## src/rtl/stw_pkg.sv

```systemverilog
package stw_pkg;

    typedef enum logic [1:0] {
        PH_IDLE = 2'd0,
        PH_WARM = 2'd1,
        PH_ACQ  = 2'd2,
        PH_READ = 2'd3
    } phase_e;

    typedef struct packed {
        logic power_en;
        logic acq_en;
    } rails_t;

    function automatic int unsigned div_ceil(input int unsigned num, input int unsigned den);
        return (num + den - 1) / den;
    endfunction

    function automatic int unsigned cnt_width(input int unsigned n);
        return (n < 2) ? 1 : $clog2(n);
    endfunction

    function automatic rails_t phase_rails(input phase_e ph);
        rails_t r;
        r.power_en = (ph == PH_WARM) || (ph == PH_ACQ);
        r.acq_en   = (ph == PH_ACQ);
        return r;
    endfunction

endpackage

```

## src/rtl/stw_interval_timer.sv

```systemverilog
module stw_interval_timer #(
    parameter int unsigned LIMIT = 3000
) (
    input  logic clk,
    input  logic rst,
    input  logic clear,
    input  logic run,
    output logic done
);
    localparam int unsigned CW = stw_pkg::cnt_width(LIMIT);
    localparam logic [CW-1:0] LAST = CW'(LIMIT - 1);

    logic [CW-1:0] cnt;

    always_ff @(posedge clk) begin
        if (rst || clear) begin
            cnt <= '0;
        end else if (run && (cnt != LAST)) begin
            cnt <= cnt + 1'b1;
        end
    end

    assign done = run && (cnt == LAST);

    AST_SETTLE_DONE_ONCE: assert property (@(posedge clk) disable iff (rst)
        done |=> !done);

endmodule

```

## src/rtl/stw_stamp_gen.sv

```systemverilog
module stw_stamp_gen #(
    parameter int unsigned TRAIN_XINGS = 2820,
    parameter int unsigned STAMP_W     = 5,
    parameter int unsigned PRESCALE    = 89
) (
    input  logic               clk,
    input  logic               rst,
    input  logic               clear,
    input  logic               active,
    input  logic               xing,
    output logic [STAMP_W-1:0] stamp,
    output logic               train_end
);
    localparam int unsigned XW = stw_pkg::cnt_width(TRAIN_XINGS);
    localparam logic [XW-1:0] XLAST = XW'(TRAIN_XINGS - 1);
    localparam logic [STAMP_W-1:0] SMAX = '1;

    logic [XW-1:0] xcnt;
    logic          counted;
    logic          tick;

    assign counted = active && xing;

    always_ff @(posedge clk) begin
        if (rst || clear) begin
            xcnt <= '0;
        end else if (counted && (xcnt != XLAST)) begin
            xcnt <= xcnt + 1'b1;
        end
    end

    assign train_end = counted && (xcnt == XLAST);

    generate
        if (PRESCALE <= 1) begin : g_direct
            assign tick = counted;
        end else begin : g_divided
            localparam int unsigned PW = stw_pkg::cnt_width(PRESCALE);
            localparam logic [PW-1:0] PLAST = PW'(PRESCALE - 1);
            logic [PW-1:0] pcnt;

            always_ff @(posedge clk) begin
                if (rst || clear) begin
                    pcnt <= '0;
                end else if (counted) begin
                    pcnt <= (pcnt == PLAST) ? '0 : pcnt + 1'b1;
                end
            end

            assign tick = counted && (pcnt == PLAST);
        end
    endgenerate

    always_ff @(posedge clk) begin
        if (rst || clear) begin
            stamp <= '0;
        end else if (tick && (stamp != SMAX)) begin
            stamp <= stamp + 1'b1;
        end
    end

    AST_STAMP_NO_WRAP: assert property (@(posedge clk) disable iff (rst)
        !clear |=> (stamp >= $past(stamp)));
    AST_STAMP_UNIT_STEP: assert property (@(posedge clk) disable iff (rst)
        !clear |=> ((stamp - $past(stamp)) <= STAMP_W'(1)));
    AST_STAMP_IDLE_HOLD: assert property (@(posedge clk) disable iff (rst)
        (!active && !clear) |=> $stable(stamp));

endmodule

```

## src/rtl/stw_phase_fsm.sv

```systemverilog
module stw_phase_fsm
    import stw_pkg::*;
(
    input  logic   clk,
    input  logic   rst,
    input  logic   train_start,
    input  logic   settle_done,
    input  logic   train_end,
    input  logic   readout_done,
    output phase_e phase,
    output logic   enter_warm,
    output logic   power_en,
    output logic   acq_en,
    output logic   rd_start,
    output logic   pix_clear,
    output logic   seq_error
);
    phase_e phase_nxt;
    rails_t rails;

    assign enter_warm = (phase == PH_IDLE) && train_start;

    always_comb begin
        phase_nxt = phase;
        unique case (phase)
            PH_IDLE: if (train_start)  phase_nxt = PH_WARM;
            PH_WARM: if (settle_done)  phase_nxt = PH_ACQ;
            PH_ACQ:  if (train_end)    phase_nxt = PH_READ;
            PH_READ: if (readout_done) phase_nxt = PH_IDLE;
            default:                   phase_nxt = PH_IDLE;
        endcase
    end

    always_ff @(posedge clk) begin
        if (rst) begin
            phase     <= PH_IDLE;
            rd_start  <= 1'b0;
            pix_clear <= 1'b0;
            seq_error <= 1'b0;
        end else begin
            phase     <= phase_nxt;
            rd_start  <= (phase == PH_ACQ) && train_end;
            pix_clear <= enter_warm;
            if (train_start && (phase != PH_IDLE)) begin
                seq_error <= 1'b1;
            end
        end
    end

    assign rails    = phase_rails(phase);
    assign power_en = rails.power_en;
    assign acq_en   = rails.acq_en;

    AST_CLEAR_SINGLE: assert property (@(posedge clk) disable iff (rst)
        pix_clear |=> !pix_clear);
    AST_CLEAR_WITH_POWER: assert property (@(posedge clk) disable iff (rst)
        pix_clear |-> (power_en && !acq_en));
    AST_ACQ_NEEDS_POWER: assert property (@(posedge clk) disable iff (rst)
        acq_en |-> power_en);
    AST_RDSTART_CLOSES_ACQ: assert property (@(posedge clk) disable iff (rst)
        rd_start |-> ($past(acq_en) && !acq_en && !power_en));
    AST_RDSTART_SINGLE: assert property (@(posedge clk) disable iff (rst)
        rd_start |=> !rd_start);
    AST_ERROR_STICKY: assert property (@(posedge clk) disable iff (rst)
        seq_error |=> seq_error);

endmodule

```

## src/rtl/stw_train_sequencer.sv

```systemverilog
module stw_train_sequencer
    import stw_pkg::*;
#(
    parameter int unsigned SETTLE_CYC  = 3000,
    parameter int unsigned TRAIN_XINGS = 2820,
    parameter int unsigned STAMP_W     = 5,
    parameter int unsigned PRESCALE    = div_ceil(TRAIN_XINGS, 2 ** STAMP_W)
) (
    input  logic               clk,
    input  logic               rst,
    input  logic               train_start,
    input  logic               xing_strobe,
    input  logic               readout_done,
    output logic               afe_power_en,
    output logic               acq_en,
    output logic               readout_start,
    output logic               pix_master_clr,
    output logic [STAMP_W-1:0] time_stamp,
    output logic               seq_error
);
    phase_e phase;
    logic   enter_warm;
    logic   settle_done;
    logic   train_end;

    stw_phase_fsm u_fsm (
        .clk          (clk),
        .rst          (rst),
        .train_start  (train_start),
        .settle_done  (settle_done),
        .train_end    (train_end),
        .readout_done (readout_done),
        .phase        (phase),
        .enter_warm   (enter_warm),
        .power_en     (afe_power_en),
        .acq_en       (acq_en),
        .rd_start     (readout_start),
        .pix_clear    (pix_master_clr),
        .seq_error    (seq_error)
    );

    stw_interval_timer #(
        .LIMIT (SETTLE_CYC)
    ) u_settle (
        .clk   (clk),
        .rst   (rst),
        .clear (enter_warm),
        .run   (phase == PH_WARM),
        .done  (settle_done)
    );

    stw_stamp_gen #(
        .TRAIN_XINGS (TRAIN_XINGS),
        .STAMP_W     (STAMP_W),
        .PRESCALE    (PRESCALE)
    ) u_stamp (
        .clk       (clk),
        .rst       (rst),
        .clear     (enter_warm),
        .active    (phase == PH_ACQ),
        .xing      (xing_strobe),
        .stamp     (time_stamp),
        .train_end (train_end)
    );

endmodule

```

## config.mk

```make
export PLATFORM = sky130hd
export DESIGN_NAME = stw_train_sequencer
export DESIGN_NICKNAME = d
export VERILOG_FILES = /design/src/rtl/stw_pkg.sv /design/src/rtl/stw_interval_timer.sv /design/src/rtl/stw_stamp_gen.sv /design/src/rtl/stw_phase_fsm.sv /design/src/rtl/stw_train_sequencer.sv
export SDC_FILE = /design/constraint.sdc
export NUM_CORES = 1
export LEC_CHECK = 0
export ABC_CLOCK_PERIOD_IN_PS = 1800
export BUFFER_PORTS_ARGS = -buffer_cell sky130_fd_sc_hd__buf_2
export CAP_MARGIN = 5
export CORE_MARGIN = 3
export CORE_UTILIZATION = 30
export CTS_BUF_LIST = sky130_fd_sc_hd__clkbuf_2
export DETAILED_ROUTE_END_ITERATION = 10
export GPL_ROUTABILITY_DRIVEN = 1
export PLACE_DENSITY = 0.58
export SETUP_SLACK_MARGIN = 0.1
export SLEW_MARGIN = 20
export SYNTH_ARGS = -nofsm -noshare
export SYNTH_HDL_FRONTEND = slang
export SYNTH_SLANG_ARGS = --single-unit
```

## constraint.sdc

```tcl
create_clock -name clk -period 1.8 [get_ports clk]
set_input_delay 0.27 -clock clk [delete_from_list [all_inputs] [get_ports clk]]
set_output_delay 0.27 -clock clk [all_outputs]
set_load 0.1 [all_outputs]
```

# After elaboration in Yosys (flattened, before gate mapping)
# Index checks and enable logic that the tools add are counted.
# W data, S select, Z words.
[op_classes] n_addsub=4 eq_ne=13 mux=6 n_reduce_logical=15
[op_table] cell="$add A12 B1 Y12 const B" n=2
[op_table] cell="$eq A12 B12 Y1 const B" n=2
[op_table] cell="$ne A12 B12 Y1 const B" n=2
[op_table] cell="$logic_and A1 B1 Y1" n=10
[op_table] cell="$mux W2" n=4
[op_table] cell="$ne A2 B2 Y1 const B" n=4
[op_table] cell="$pmux W2 S4" n=1
[op_table] cell="$add A7 B1 Y7 const B" n=1
[op_table] cell="$eq A7 B7 Y1 const B" n=1
[op_table] cell="$mux W7" n=1
[op_table] cell="$add A5 B1 Y5 const B" n=1
[op_table] cell="$ne A5 B5 Y1 const B" n=1
[op_table] cell="$eq A2 B2 Y1 const B" n=2
[op_table] cell="$reduce_and A4 Y1" n=1
[op_table] cell="$eq A2 B1 Y1 const B" n=1
[op_table] cell="$logic_not A2 Y1" n=1
[op_table] cell="$logic_or A1 B1 Y1" n=2
[op_table] cell="$reduce_bool A2 Y1" n=1
[word_totals] register_bits=41 input_bits=5 output_inout_bits=10 word_cells=46

# Logic depth before layout (Yosys ltp)
[logic_depth] ltp_word=5 ltp_mapped=7 depth_no_buf=6

# By module
# Synthesis repeated with hierarchy kept, for this count alone.
[unflattened] hier_cells=255 hier_area_um2=2232.1
[modules_own_cells] mod="stw_stamp_gen" n_inst=1 cells_per_inst=154 area_per_inst_um2=1323.8 seq_area_each_um2=480.5
[modules_own_cells] mod="stw_interval_timer" n_inst=1 cells_per_inst=70 area_per_inst_um2=611.8 seq_area_each_um2=240.2
[modules_own_cells] mod="stw_phase_fsm" n_inst=1 cells_per_inst=29 area_per_inst_um2=281.5 seq_area_each_um2=100.1
[modules_own_cells] mod="stw_train_sequencer" n_inst=1 cells_per_inst=2 area_per_inst_um2=15.0 seq_area_each_um2=0.0

# Least setup slack after synthesis
# Ideal clock, no wire load.
[synth_timing] kind="flip-flop to flip-flop" startpoint="register u_fsm.phase[0]" endpoint="register u_stamp.stamp[1]" setup_time_ps=128 t_arrival_ps=2315 required_ps=1672 setup_slack_ps=-642 path_stages_with_launch=7 n_path_buf=0 synth_period_minus_slack_ps=2442 cell_sequence="dfxtp_1 -> inv_1 -> ha_1 -> nand4_1 -> nor3_1 -> mux2i_1 -> nor2_1"
[synth_between] elab_chain_len=4 word_cells_on_any_way=7 cone_classes="eq/ne (1); reduce/logical (6)"
[synth_rtl] element="start: declaration" line="stw_phase_fsm.sv:10" source="output phase_e phase,"
[synth_rtl] element="start signal: assignment" line="stw_phase_fsm.sv:41" source="phase <= phase_nxt;"
[synth_rtl] element="$eq A2 B2 Y1"
[synth_rtl] element="via acq_en" line="stw_train_sequencer.sv:15" source="output logic acq_en,"
[synth_rtl] element="$logic_and A1 B1 Y1" line="stw_stamp_gen.sv:22" source="assign counted = active && xing;"
[synth_rtl] element="$logic_and A1 B1 Y1" line="stw_stamp_gen.sv:50" source="assign tick = counted && (pcnt == PLAST);"
[synth_rtl] element="$logic_and A1 B1 Y1" line="stw_stamp_gen.sv:57" source="end else if (tick && (stamp != SMAX)) begin"
[synth_rtl] element="end signal: assignment" line="stw_stamp_gen.sv:58" source="stamp <= stamp + 1'b1;"
[synth_rtl] element="end: declaration" line="stw_stamp_gen.sv:11" source="output logic [STAMP_W-1:0] stamp,"
# The timed path passes the listed nets, and every way through them passes these cells.
# A chain may end at the register's enable or synchronous reset.

# Worst setup path in the final report
[layout_timing] startpoint="register u_fsm.phase[1]" endpoint="register u_settle.cnt[2]"
[layout_between] elab_chain_len=3 word_cells_on_any_way=5 cone_classes="eq/ne (1); reduce/logical (4)"
[layout_rtl] element="$logic_not A2 Y1" line="stw_phase_fsm.sv:21" source="assign enter_warm = (phase == PH_IDLE) && train_start;"
[layout_rtl] element="$logic_and A1 B1 Y1" line="stw_phase_fsm.sv:21"
[layout_rtl] element="$logic_or A1 B1 Y1" line="stw_interval_timer.sv:16" source="if (rst || clear) begin"
[layout_rtl] element="end signal: assignment" line="stw_interval_timer.sv:19" source="cnt <= cnt + 1'b1;"
[layout_rtl] element="end: declaration" line="stw_interval_timer.sv:13" source="logic [CW-1:0] cnt;"
# Several ways; a longest one is shown, not always the timed one.

==> impl_metrics.json <==
{
  "ir_worst_vdd_uv": 969.0,
  "fin_util_pct": 40.14,
  "synth_compound_area_share_pct": 7.837,
  "cp.required_ns": 2.13,
  "syn_nets": 244,
  "power_density_nw_per_um2": 1035,
  "clk_latency_ns": 0.40,
  "detail-route-antenna-nets": 0,
  "ys.flop_type": "dfxtp_1",
  "drv_cap": 0,
  "yosysTopAreaCell": "dfxtp_1",
  "fmax_mhz": 582.7,
  "dieArea_um2": 7667,
  "num_vias": 1776,
  "outcome": "finished clean",
  "rsz0062_at_grt": "yes",
  "finalPower_uw": 2652,
  "clk_pin_slew_ns": 0.21,
  "final.setup.tns_ns": 0,
  "final_nets": 283,
  "tightest_slew_ns": 0.4916,
  "area_growth_pct": 28.46,
  "grt_pass1_vias": 1633,
  "p_seq_share_pct": 38.2,
  "die_y_um": 87.56,
  "groute.usage.overall_pct": 12.82,
  "switching_share_pct": 39.32,
  "ys_warn_count": 0,
  "synth-seq-cells": 41,
  "hold_class": "in -> reg",
  "syn-cell-area_um2": 1996,
  "end_kind": "register",
  "globalRouteOverflowTotal": 0,
  "grt_pass1_wl_um": 7824,
  "fillers": 642,
  "p_sw_uw": 1043,
  "synth_top_family_by_area": "simple AND/OR/NAND/NOR gates",
  "finalCritPeriodShare_pct": 95.34,
  "syn_area_per_cell_um2": 8.753,
  "finalHoldViolations": 0,
  "drive_above_1_share_pct": 27.99,
  "synth_common_cells": "dfxtp_1, nor2_1, nand2_1",
  "grt_max_degree": 14,
  "coreArea_um2": 6386,
  "cts_tree": "built",
  "yosys.area_share.simple_pct": 29.53,
  "hpwlAfterDp_um": 3274,
  "finalMaxSlewViolations": 0,
  "syn_inst": 228,
  "arrival_ns": 2.05,
  "ys_types": 38,
  "antenna_found_initial": 0,
  "worst-r2r-cell-count": 6,
  "async_flop_share_pct": 0,
  "post-route-drc-count": 0,
  "p_int_uw": 1609,
  "drt_iter0_drc": 73,
  "synth.area.top_cells": "dfxtp_1, ha_1, xnor2_1",
  "initial_core_util_pct": 31.25,
  "start_kind": "register",
  "max_slew_margin_pct": 67.45,
  "crit_fanout": 7,
  "port_buffers": 14,
  "numCtsBuffers": 5,
  "skew_ns": 0.02485,
  "cts_sinks": 41,
  "io_pins": 15,
  "synth_xor_area_share_pct": 8.777,
  "root_buffer": "clkbuf_2",
  "synth_seq_area_share_pct": 41.13,
  "synth_edf_count": 0,
  "setup_viol": 0,
  "gp_congestion": 0.7718,
  "ctsHtreeMaxLevel": 2,
  "combPwrFrac_pct": 41.2,
  "clockBufferDepth": 2,
  "holdPathStages": 2,
  "netlist.area_leader.share_pct": 41.13,
  "synthAdderAreaFrac_pct": 6.897,
  "drt-wirelength-per-cell_um": 13.08,
  "insertedDiodeCount": 0,
  "yosysMostFrequentCell": "dfxtp_1",
  "path_class": "reg -> reg",
  "die_w_um": 87.56,
  "drt_wl_total_um": 4513,
  "min_period_ns": 1.716,
  "pwr-share-clk_pct": 20.7,
  "p_leak_uw": 0.0009235,
  "row_count": 29,
  "viasPerCell": 5.148,
  "ff2ff_setup_slack_ns": 0.08,
  "firstDrtPassIters": 4,
  "synth.area.mux_share_pct": 3.511
}
-- placed cells by master, fill, tap and decap left out, types with 4 or more instances in the layout --
master and n:
nand2b_1 6, dfxtp_2 5, nand4_1 11, nand2_1 20, dfxtp_1 32, o21ai_0 6
nor2_1 28, ha_4 4, nand3_1 10, inv_1 7, nor3_1 5, mux2i_1 7
buf_4 22, xnor2_1 13, dfxtp_4 4, xor2_1 7, or3_1 5, a21oi_1 11
clkbuf_2 6, ha_1 6, buf_2 12
-- layout make-up --
| class | count | area [µm²] | area share, % |
|---|---|---|---|
| tap | 77 | 96.34 | 3.758 |
| timing repair buffer | 36 | 265.3 | 10.35 |
| clock buffer | 6 | 30.03 | 1.171 |
| clock inverter | 2 | 33.78 | 1.318 |
| multi-input combinational | 175 | 1266 | 49.39 |
| inverter | 8 | 30.03 | 1.171 |
| sequential | 41 | 842.1 | 32.85 |
-- worst max-delay path, cell delays in order, from the launching register on --
cell and delay [ns]:
dfxtp_2 0.40, inv_1 0.14, ha_2 0.30, o41ai_4 0.12, buf_4 0.17, or3_2 0.40, a21oi_1 0.14
-- power by group through the flow --
stage	logic [µW]	clock network, µW	registers, µW
3_5_place_dp	942	0	1030
5_1_grt	1170	612	1020
6_report	1090	549	1010
2_1_floorplan	596	0	1110
3_3_place_gp	933	0	1030
4_1_cts	1030	577	1010
-- sequential cells by signal, indices dropped and copies added, names as in the netlist --
register,flops
u_settle.cnt,12
u_stamp.xcnt,12
u_stamp.g_divided.pcnt,7
u_stamp.stamp,5
u_fsm.phase,2
u_fsm.pix_clear,1
u_fsm.rd_start,1
u_fsm.seq_error,1
-- per-layer routing --
metal / GRT usage [%] / vias to the layer above / share of wire (%)
li1: - / 887 / -
met1: 16.98 / 844 / 49
met2: 20.07 / 41 / 46
met3: 3.387 / 4 / 3.9
met4: 4.742 / 0 / 1.1
met5: 0 / - / 0
-- repair_timing --
| action | CTS | global route |
|---|---|---|
| hold buffers | 0 | 0 |
| pin swaps | 0 | 4 |
| buffers inserted | 3 | 2 |
| gates resized for setup | 9 | 13 |
| setup endpoints to repair | 14 | 16 |
-- worst paths after layout --
kind	end	start
setup / recovery	u_settle.cnt[2]	u_fsm.phase[1]
hold / removal	u_fsm.phase[0]	rst
setup reg to reg	u_settle.cnt[2]	u_fsm.phase[1]
hold reg to reg	u_stamp.xcnt[11]	u_stamp.xcnt[11]
-- cell families after synthesis --
group           count (synthesis)
flops                          41
mux                             7
fa+ha+maj                      11
simple gates                  111
compound gates                 26
xor+xnor                       20
buf+inv                        12
-- metrics by stage --
stage | hold WS (ns) | cell area [µm²] | worst slack [ns] | instances
3_5_place_dp | 0.4593 | 2354 | 0.05471 | 332
5_1_grt | 0.05548 | 2564 | -0.01100 | 345
6_report | 0.1117 | 2564 | 0.08387 | 345
3_3_place_gp | 0.4515 | 2354 | 0.03917 | 332
2_1_floorplan | 0.3424 | 2061 | 0.07256 | 228
4_1_cts | 0.08542 | 2472 | 0.03554 | 343
Power figures use the tool's default switching activity.
